**src/rtl/mtu_pkg.sv**
```systemverilog
package mtu_pkg;

   localparam int unsigned DATA_W = 64;
   localparam int unsigned HALF_W = 32;

   localparam logic SZ_32 = 1'b0;
   localparam logic SZ_64 = 1'b1;

   typedef enum logic [1:0] {
      TGT_NONE = 2'd0,
      TGT_TIME = 2'd1,
      TGT_CMP  = 2'd2
   } tgt_e;

   typedef struct packed {
      tgt_e tgt;
      logic hi;
      logic err;
   } dec_t;

   // merge a write into a 64-bit register: whole, upper half or lower half
   function automatic logic [DATA_W-1:0] merge_word(
      input logic [DATA_W-1:0] old_v,
      input logic [DATA_W-1:0] wd,
      input logic              full,
      input logic              hi);
      if (full)
         return wd;
      else if (hi)
         return {wd[HALF_W-1:0], old_v[HALF_W-1:0]};
      else
         return {old_v[DATA_W-1:HALF_W], wd[HALF_W-1:0]};
   endfunction

   // bus view of a 64-bit register for a given access shape
   function automatic logic [DATA_W-1:0] view_word(
      input logic [DATA_W-1:0] v,
      input logic              full,
      input logic              hi);
      if (full)
         return v;
      else if (hi)
         return {{HALF_W{1'b0}}, v[DATA_W-1:HALF_W]};
      else
         return {{HALF_W{1'b0}}, v[HALF_W-1:0]};
   endfunction

endpackage

```
**src/rtl/mtu_decode.sv**
```systemverilog
module mtu_decode
   import mtu_pkg::*;
#(
   parameter int unsigned          NUM_HARTS = 4,
   parameter int unsigned          ADDR_W    = 16,
   parameter int unsigned          HART_W    = 2,
   parameter logic [ADDR_W-1:0]    CMP_BASE  = '0,
   parameter logic [ADDR_W-1:0]    TIME_BASE = '1
) (
   input  logic              sel,
   input  logic              size,
   input  logic [ADDR_W-1:0] addr,
   output dec_t              dec,
   output logic [HART_W-1:0] hart
);

   localparam int unsigned SPAN = NUM_HARTS * 8;
   localparam logic [ADDR_W:0] SPAN_X = (ADDR_W+1)'(SPAN);
   localparam logic [ADDR_W-1:0] TIME_HI = TIME_BASE + ADDR_W'(4);

   logic [ADDR_W:0] off_x;
   logic            in_cmp;
   logic            in_time;
   logic            misalign;
   logic            bad_size;

   always_comb begin
      off_x    = {1'b0, addr} - {1'b0, CMP_BASE};
      in_cmp   = !off_x[ADDR_W] && (off_x < SPAN_X);
      in_time  = (addr == TIME_BASE) || (addr == TIME_HI);
      misalign = |addr[1:0];
      bad_size = addr[2] && (size == SZ_64);
      hart     = off_x[3 +: HART_W];

      dec.hi  = addr[2];
      dec.err = sel && (misalign || bad_size || !(in_cmp || in_time));
      if (!sel || dec.err)
         dec.tgt = TGT_NONE;
      else if (in_time)
         dec.tgt = TGT_TIME;
      else
         dec.tgt = TGT_CMP;
   end

endmodule

```
**src/rtl/mtu_time_ctr.sv**
```systemverilog
module mtu_time_ctr
   import mtu_pkg::*;
(
   input  logic              clk,
   input  logic              rst_n,
   input  logic              tick,
   input  logic              wr_en,
   input  logic              wr_full,
   input  logic              wr_hi,
   input  logic [DATA_W-1:0] wdata,
   output logic [DATA_W-1:0] time_d,
   output logic [DATA_W-1:0] time_q
);

   always_comb begin
      if (wr_en)
         time_d = merge_word(time_q, wdata, wr_full, wr_hi);
      else if (tick)
         time_d = time_q + DATA_W'(1);
      else
         time_d = time_q;
   end

   always_ff @(posedge clk or negedge rst_n) begin
      if (!rst_n)
         time_q <= '0;
      else
         time_q <= time_d;
   end

endmodule

```
**src/rtl/mtu_cmp_bank.sv**
```systemverilog
module mtu_cmp_bank
   import mtu_pkg::*;
#(
   parameter int unsigned NUM_HARTS = 4,
   parameter int unsigned HART_W    = 2
) (
   input  logic                             clk,
   input  logic                             rst_n,
   input  logic                             wr_en,
   input  logic [HART_W-1:0]                wr_hart,
   input  logic                             wr_full,
   input  logic                             wr_hi,
   input  logic [DATA_W-1:0]                wdata,
   input  logic [DATA_W-1:0]                time_d,
   output logic [NUM_HARTS-1:0][DATA_W-1:0] cmp_q,
   output logic [NUM_HARTS-1:0]             irq
);

   for (genvar h = 0; h < NUM_HARTS; h++) begin : g_hart
      logic [DATA_W-1:0] cmp_d;
      logic              hit;

      always_comb begin
         hit   = wr_en && (wr_hart == HART_W'(h));
         cmp_d = hit ? merge_word(cmp_q[h], wdata, wr_full, wr_hi) : cmp_q[h];
      end

      always_ff @(posedge clk or negedge rst_n) begin
         if (!rst_n) begin
            cmp_q[h] <= '1;
            irq[h]   <= 1'b0;
         end else begin
            cmp_q[h] <= cmp_d;
            irq[h]   <= (cmp_d <= time_d);
         end
      end
   end

endmodule

```
**src/rtl/hart_timer_unit.sv**
```systemverilog
module hart_timer_unit
   import mtu_pkg::*;
#(
   parameter int unsigned       NUM_HARTS = 4,
   parameter int unsigned       ADDR_W    = 16,
   parameter logic [ADDR_W-1:0] CMP_BASE  = 16'h0000,
   parameter logic [ADDR_W-1:0] TIME_BASE = 16'h7FF8
) (
   input  logic                 clk,
   input  logic                 rst_n,
   input  logic                 tick,
   input  logic                 bus_sel,
   input  logic                 bus_we,
   input  logic                 bus_size,
   input  logic [ADDR_W-1:0]    bus_addr,
   input  logic [63:0]          bus_wdata,
   output logic [63:0]          bus_rdata,
   output logic                 bus_err,
   output logic [NUM_HARTS-1:0] irq
);

   localparam int unsigned HART_W = (NUM_HARTS > 1) ? $clog2(NUM_HARTS) : 1;
   localparam longint unsigned CMP_END = longint'(CMP_BASE) + 8 * NUM_HARTS;

   if (NUM_HARTS < 1) begin : g_bad_harts
      $error("NUM_HARTS must be at least 1");
   end
   if (ADDR_W < 4 || ADDR_W > 32) begin : g_bad_aw
      $error("ADDR_W must be between 4 and 32");
   end
   if ((CMP_BASE % 8) != 0 || (TIME_BASE % 8) != 0) begin : g_bad_align
      $error("base addresses must be 8-byte aligned");
   end
   if (longint'(TIME_BASE) >= longint'(CMP_BASE) && longint'(TIME_BASE) < CMP_END) begin : g_overlap
      $error("counter slot overlaps compare array");
   end
   if (CMP_END > (64'd1 << ADDR_W)) begin : g_bad_span
      $error("compare array does not fit the address space");
   end

   dec_t                          dec;
   logic [HART_W-1:0]             dec_hart;
   logic                          wr_time;
   logic                          wr_cmp;
   logic                          wr_full;
   logic [DATA_W-1:0]             time_d;
   logic [DATA_W-1:0]             time_q;
   logic [NUM_HARTS-1:0][DATA_W-1:0] cmp_q;

   mtu_decode #(
      .NUM_HARTS (NUM_HARTS),
      .ADDR_W    (ADDR_W),
      .HART_W    (HART_W),
      .CMP_BASE  (CMP_BASE),
      .TIME_BASE (TIME_BASE)
   ) u_dec (
      .sel  (bus_sel),
      .size (bus_size),
      .addr (bus_addr),
      .dec  (dec),
      .hart (dec_hart)
   );

   always_comb begin
      wr_time = bus_we && (dec.tgt == TGT_TIME);
      wr_cmp  = bus_we && (dec.tgt == TGT_CMP);
      wr_full = (bus_size == SZ_64);
   end

   mtu_time_ctr u_time (
      .clk     (clk),
      .rst_n   (rst_n),
      .tick    (tick),
      .wr_en   (wr_time),
      .wr_full (wr_full),
      .wr_hi   (dec.hi),
      .wdata   (bus_wdata),
      .time_d  (time_d),
      .time_q  (time_q)
   );

   mtu_cmp_bank #(
      .NUM_HARTS (NUM_HARTS),
      .HART_W    (HART_W)
   ) u_cmp (
      .clk     (clk),
      .rst_n   (rst_n),
      .wr_en   (wr_cmp),
      .wr_hart (dec_hart),
      .wr_full (wr_full),
      .wr_hi   (dec.hi),
      .wdata   (bus_wdata),
      .time_d  (time_d),
      .cmp_q   (cmp_q),
      .irq     (irq)
   );

   always_comb begin
      bus_err = dec.err;
      unique case (dec.tgt)
         TGT_TIME: bus_rdata = view_word(time_q, wr_full, dec.hi);
         TGT_CMP:  bus_rdata = view_word(cmp_q[dec_hart], wr_full, dec.hi);
         default:  bus_rdata = '0;
      endcase
   end

endmodule

```
**config.mk**
```make
export PLATFORM = sky130hd
export DESIGN_NAME = hart_timer_unit
export DESIGN_NICKNAME = d
export VERILOG_FILES = /design/src/rtl/mtu_pkg.sv /design/src/rtl/mtu_decode.sv /design/src/rtl/mtu_time_ctr.sv /design/src/rtl/mtu_cmp_bank.sv /design/src/rtl/hart_timer_unit.sv
export SDC_FILE = /design/constraint.sdc
export NUM_CORES = 1
export LEC_CHECK = 0
export CAP_MARGIN = 0
export CORE_ASPECT_RATIO = 0.75
export CORE_UTILIZATION = 45
export CTS_CLUSTER_SIZE = 28
export DETAILED_ROUTE_END_ITERATION = 8
export HOLD_SLACK_MARGIN = 0.1
export PLACE_DENSITY = 0.72
export SLEW_MARGIN = 5
export SYNTH_ARGS = -nofsm -noshare
export SYNTH_HDL_FRONTEND = slang
export SYNTH_SLANG_ARGS = --single-unit
```
**constraint.sdc**
```tcl
create_clock -name clk -period 5.8 [get_ports clk]
set_input_delay 1.16 -clock clk [delete_from_list [all_inputs] [get_ports clk]]
set_output_delay 1.16 -clock clk [all_outputs]
set_load 0.03 [all_outputs]
```
After elaboration in Yosys (flattened, before gate mapping)
Cells that the tools add are included.
{"block": "word_totals", "mem_count": 0, "mem_bits_rw": 0, "mem_bits_ro": 0, "regBits": 324, "wordCells": 65, "output_inout_bits": 69, "latch_bits": 0, "input_bits": 86}
{"block": "op_classes", "n_bitwise": 0, "n_reduce_logical": 17, "mul": 0, "div_mod_pow": 0, "shift": 0, "n_eq_ne": 7, "n_addsub": 1, "n_mux": 25, "order_cmp": 6}
{"op": "$mux W64", "n": 19}
{"op": "$le A64 B64 Y1", "n": 4}
{"op": "$bmux W64 S2", "n": 1}
{"op": "$pmux W64 S2", "n": 1}
{"op": "$add A64 B1 Y64 const B", "n": 1}
{"op": "$mux W32", "n": 2}
{"op": "$eq A16 B15 Y1 const B", "n": 2}
{"op": "$lt A16 B6 Y1 const B", "n": 1}
{"op": "$logic_and A1 B1 Y1", "n": 8}
{"op": "$eq A2 B2 Y1 const B", "n": 3}
{"op": "$logic_or A1 B1 Y1", "n": 5}
{"op": "$eq A2 B1 Y1 const B", "n": 2}
{"op": "$mux W2", "n": 2}
{"op": "$lt A2 B3 Y1 const B", "n": 1}
{"op": "$logic_not A1 Y1", "n": 2}
{"op": "$logic_not A2 Y1", "n": 1}
{"op": "$reduce_or A2 Y1", "n": 1}

Logic depth before layout (Yosys ltp)
{"block": "depth", "depth_word": 13, "ltp_mapped": 19, "ltp_nobuf": 16}

Modules after synthesis
Synthesis repeated with hierarchy kept, for this count alone.
{"block": "unflattened", "hier_cells": 2663, "hier_area_um2": 25381.8}
{"module": "mtu_cmp_bank", "instances": 1, "seq_area_each_um2": 6826.5, "area_per_inst_um2": 17670.7, "cells_per_inst": 1753}
{"module": "mtu_time_ctr", "instances": 1, "seq_area_each_um2": 1601.5, "area_per_inst_um2": 4495.6, "cells_per_inst": 540}
{"module": "hart_timer_unit", "instances": 1, "seq_area_each_um2": 0.0, "area_per_inst_um2": 3081.7, "cells_per_inst": 352}
{"module": "mtu_decode", "instances": 1, "seq_area_each_um2": 0.0, "area_per_inst_um2": 133.9, "cells_per_inst": 18}

Worst setup path after synthesis
No wires, ideal clock.
{"block": "synth_timing", "path_kind": "input to register", "startpoint": "in bus_addr[3]", "endpoint": "reg u_cmp.irq[1]", "required_ns": 5.678, "setup_ns": 0.122, "path_buffers": 5, "t_arrival_ns": 4.817, "cell_stages": 17, "slack_ns": 0.862, "path_cell_list": "buf_2 -> nand4bb_1 -> or4_1 -> clkbuf_1 -> or2_1 -> clkbuf_1 -> buf_2 -> buf_2 -> mux2_2 -> ha_1 -> nand4_1 -> nor2_1 -> nand4_1 -> or4_1 -> nor4_1 -> o31ai_1 -> a32o_1"}
{"block": "synth_via", "elab_chain_len": 13, "elab_cells_between_ends": 20, "cone_classes": "order compare: 2; eq/ne: 5; mux: 4; reduce/logical: 9"}
{"element": "start: declaration", "line": "hart_timer_unit.sv:15", "source": "input logic [ADDR_W-1:0] bus_addr,"}
{"element": "parallel branches: the longest is 12 deep, another holds $lt A16 B6 Y1"}
{"element": "$le A64 B64 Y1 *", "line": "mtu_cmp_bank.sv:34", "source": "irq[h] <= (cmp_d <= time_d);"}
{"element": "end signal: indexed assignment", "line": "mtu_cmp_bank.sv:34"}
{"element": "end: declaration", "line": "mtu_cmp_bank.sv:16", "source": "output logic [NUM_HARTS-1:0] irq"}
Every way passes the cells marked *.

Worst setup path in the final report
{"block": "layout_timing", "startpoint": "in tick", "endpoint": "reg u_cmp.irq[3]"}
{"block": "layout_via", "elab_chain_len": 3}
{"element": "start: declaration", "line": "hart_timer_unit.sv:11", "source": "input logic tick,"}
{"element": "$mux W64", "line": "mtu_time_ctr.sv:18", "source": "else if (tick)"}
{"element": "$mux W64", "line": "mtu_time_ctr.sv:16", "source": "if (wr_en)"}
{"element": "$le A64 B64 Y1", "line": "mtu_cmp_bank.sv:34"}
No other way between the ends.

==> metrics.cfg <==
[status]
outcome = finished clean

[worst_setup_path]
ff2ff_setup_slack_ns = 0.41
critPathArrivalTime_ns = 6.02
cp-end-kind = flip-flop
r2r-start = u_time.time_q[23]$_DFF_PN0_
slowest_stage = clkdlybuf4s50_1
crit_end = u_cmp.irq[3]$_DFF_PN0_
critPathKind = input port to flip-flop
r2r-end = u_cmp.irq[2]$_DFF_PN0_
cp-start-kind = input port
critPathTopFamily = simple AND/OR/NAND/NOR gates
r2r_cells = 16
crit_buf_inv = 4
crit_chain = clkdlybuf4s50_1 -> and4_1 -> buf_4 -> nand4_1 -> nor2_1 -> nand2_1 -> nor4_1 -> buf_4 -> a211o_1 -> o221ai_1 -> ha_1 -> nand4_1 -> nor3_1 -> buf_4 -> nand4_1 -> or4_1 -> o211ai_1 -> o21ai_0
startpoint = tick
critPathRequiredTime_ns = 6.22
cp.depth = 18
slowest_delay_ns = 0.63
critPathMaxFanout = 5

[timing]
max_freq_mhz = 179
slew_headroom_pct = 38.4
clock_skew_ns = 0.0300
tightest_slew_ns = 0.924
setup_viol = 0
whs_ns = 0.582
maxSlewViolCount = 0
fin_crit_sh_pct = 96.4
finalCriticalPeriod_ns = 5.59
rsz0062_at_grt = no
hold_violations = 0
timing.final.ws_setup_ns = 0.207

[power_and_ir_drop]
p_leak_uw = 0.0122
p_per_area_mw_per_mm2 = 328
max-vdd-ir-drop_mv = 0.228
total_power_uw = 9770

[layout]
fill_cells = 4856
area_delta_synth_final_pct = 17.4
nets = 3066
fin_area_mm2 = 0.0298
stdcell_count = 3477
drive_gt1_share_pct = 26.5

[clocking]
holdBufCountCts = 0
cts_max_path_buffers = 3
cts_repair_resize_count = 0
cts.sinks = 324
cts.htree.levels = 2
cts_buffers = 37
cts-root-buf = clkbuf_16
path_clk_slew_ns = 0.06
cts_setup_buffers = 0
insertion_delay_ns = 0.57
tritoncts = yes

[synth]
syn-instance-count = 2605
ys_types = 71
synth_nets = 2948
yosysWarnings = 0
syn_area_mm2 = 0.0254
async_flop_share_pct = 100
yosys-top-cells-count = 257 x ha_1, 256 x dfstp_2, 193 x o21ai_0
ys_seq_area_share_pct = 33.2
synth_edf_count = 0
synth_most_common_cell = ha_1
synth_area_leaders = dfstp_2 27%, ha_1 13%, dfrtp_1 6.7%
synth_ff_type = dfstp_2
yosys.area.top_type = dfstp_2
yosys.area.top_type_share_pct = 26.5
syn_avg_cell_area_um2 = 9.73
ys_ff_latch = 324

[global_routing]
antenna_found_initial = 6
grt_overflow = 0
track_usage_pct = 34.8
grt_pass1_vias = 23155
grt_pass1_wl_mm = 152
grt_max_degree = 151

[worst_hold_path]
hold_path_class = flip-flop to flip-flop

[floorplan]
rows = 74
die_h_um = 208
core_region_area_mm2 = 0.0550
pin_count = 155
start_util_pct = 46.1
die_area_mm2 = 0.0573
die_width_um = 276

[route]
antenna_left = 0
wire_per_inst_um = 29.2
drt-pass1-iter-count = 6
routed_wirelength_mm = 102
via_per_inst = 6.86
dr_total_vias = 23841
drcViolationCount = 0
dr.first_iter.drc_count = 2958

[placed_design]
placed_cell_area_mm2 = 0.0285
port_buffers = 154
gp_congestion = 0.975
dp.cells = 3406
hpwl_mm = 74.3
place_ws_ns = -0.208

[job]
drv_cap = 0

==> cell type report <==
type                    instances  area [um^2]  area share, %
diodes                          4         10.0         0.0336
clock buffers                  61         1160           3.89
clock inverters                 6         58.8          0.198
inverters                      31          116          0.391
multi-input cells            2040        16000           53.9
flip-flops and latches        324         8430           28.3
well taps                     722          903           3.03
repair buffers                289         3060           10.3
==> placed cells by master (no fill, tap or decap), types with 22 or more instances in the layout <==
master             n
mux4_2            64
buf_12            47
inv_1             31
nand3_1           63
mux2_2           141
o21a_1            22
nor2b_1          132
a22oi_1          148
ha_1             257
a21o_1            23
o22ai_1           35
o21ai_0          193
clkdlybuf4s50_1  116
clkbuf_16         39
nand4_1           63
a21oi_1          147
dfrtp_1           68
nand2_1          136
mux2i_1          103
a31oi_1          132
dfstp_2          256
buf_4            124
nor2_1           125
==> metal layers <==
layer  track usage (%)  routed length, um  vias to the layer above
met1              49.1              42700                    11709
met3              8.11              11900                      295
met2              50.9              42400                     1640
met4              14.3               4650                        4
met5                 0                 25                        -
li1                  -                  -                    10193
==> cell families (layout without fill, tap and decap cells) <==
logic type,after synthesis,after routing,synth area share [%]
other cells,0,4,0
xor+xnor,32,32,1.11
compound gates,799,799,19.9
buf+inv,241,387,3.75
mux,309,309,16.1
simple gates,643,643,13.2
fa+ha+maj,257,257,12.7
flops,324,324,33.2
==> state kept, by name, indices dropped and copies added, names as in the netlist <==
name           cells
u_time.time_q     64
u_cmp.irq          4
u_cmp.cmp_q      256
==> worst reg2reg max path, stage by stage (launching register included) <==
cell       delay [ns]
dfrtp_1          0.61
and4_1           0.44
nand4_4          0.23
or4_4            0.67
nor3_4           0.20
buf_4            0.22
nand4_1          0.14
xor2_1           0.19
o21a_1           0.26
ha_1             0.32
nand4_1          0.20
nor4_1           0.64
buf_4            0.26
and3_1           0.37
nand3b_1         0.25
o2111ai_1        0.17
o21ai_0          0.11
==> stage by stage <==
| step | util [%] | TNS [ns] |
|---|---|---|
| CTS | 54.1 | 0 |
| floorplan | - | 0 |
| detailed placement | 51.9 | -0.393 |
| finish | 54.1 | 0 |
| global placement | 51.9 | -0.427 |
| global route | 54.1 | 0 |
==> report_power, final <==
group	switching (uW)	total [uW]	internal [uW]
logic	2130	3790	1660
registers	426	3530	3110
clock network	1040	2450	1410
total	3600	9770	6180
==> worst min path at each step <==
stage / start / end / slack (ns) / cells after the start
finish: u_time.time_q[16]$_DFF_PN0_ / u_time.time_q[16]$_DFF_PN0_ / 0.58 / 1
global route: u_time.time_q[16]$_DFF_PN0_ / u_time.time_q[16]$_DFF_PN0_ / 0.59 / 1
CTS: u_time.time_q[16]$_DFF_PN0_ / u_time.time_q[16]$_DFF_PN0_ / 0.58 / 1
detailed placement: u_time.time_q[22]$_DFF_PN0_ / u_time.time_q[22]$_DFF_PN0_ / 0.55 / 1
global placement: u_time.time_q[16]$_DFF_PN0_ / u_time.time_q[16]$_DFF_PN0_ / 0.55 / 1
floorplan: u_time.time_q[4]$_DFF_PN0_ / u_time.time_q[4]$_DFF_PN0_ / 0.51 / 1
Power figures use the tool's default switching activity.
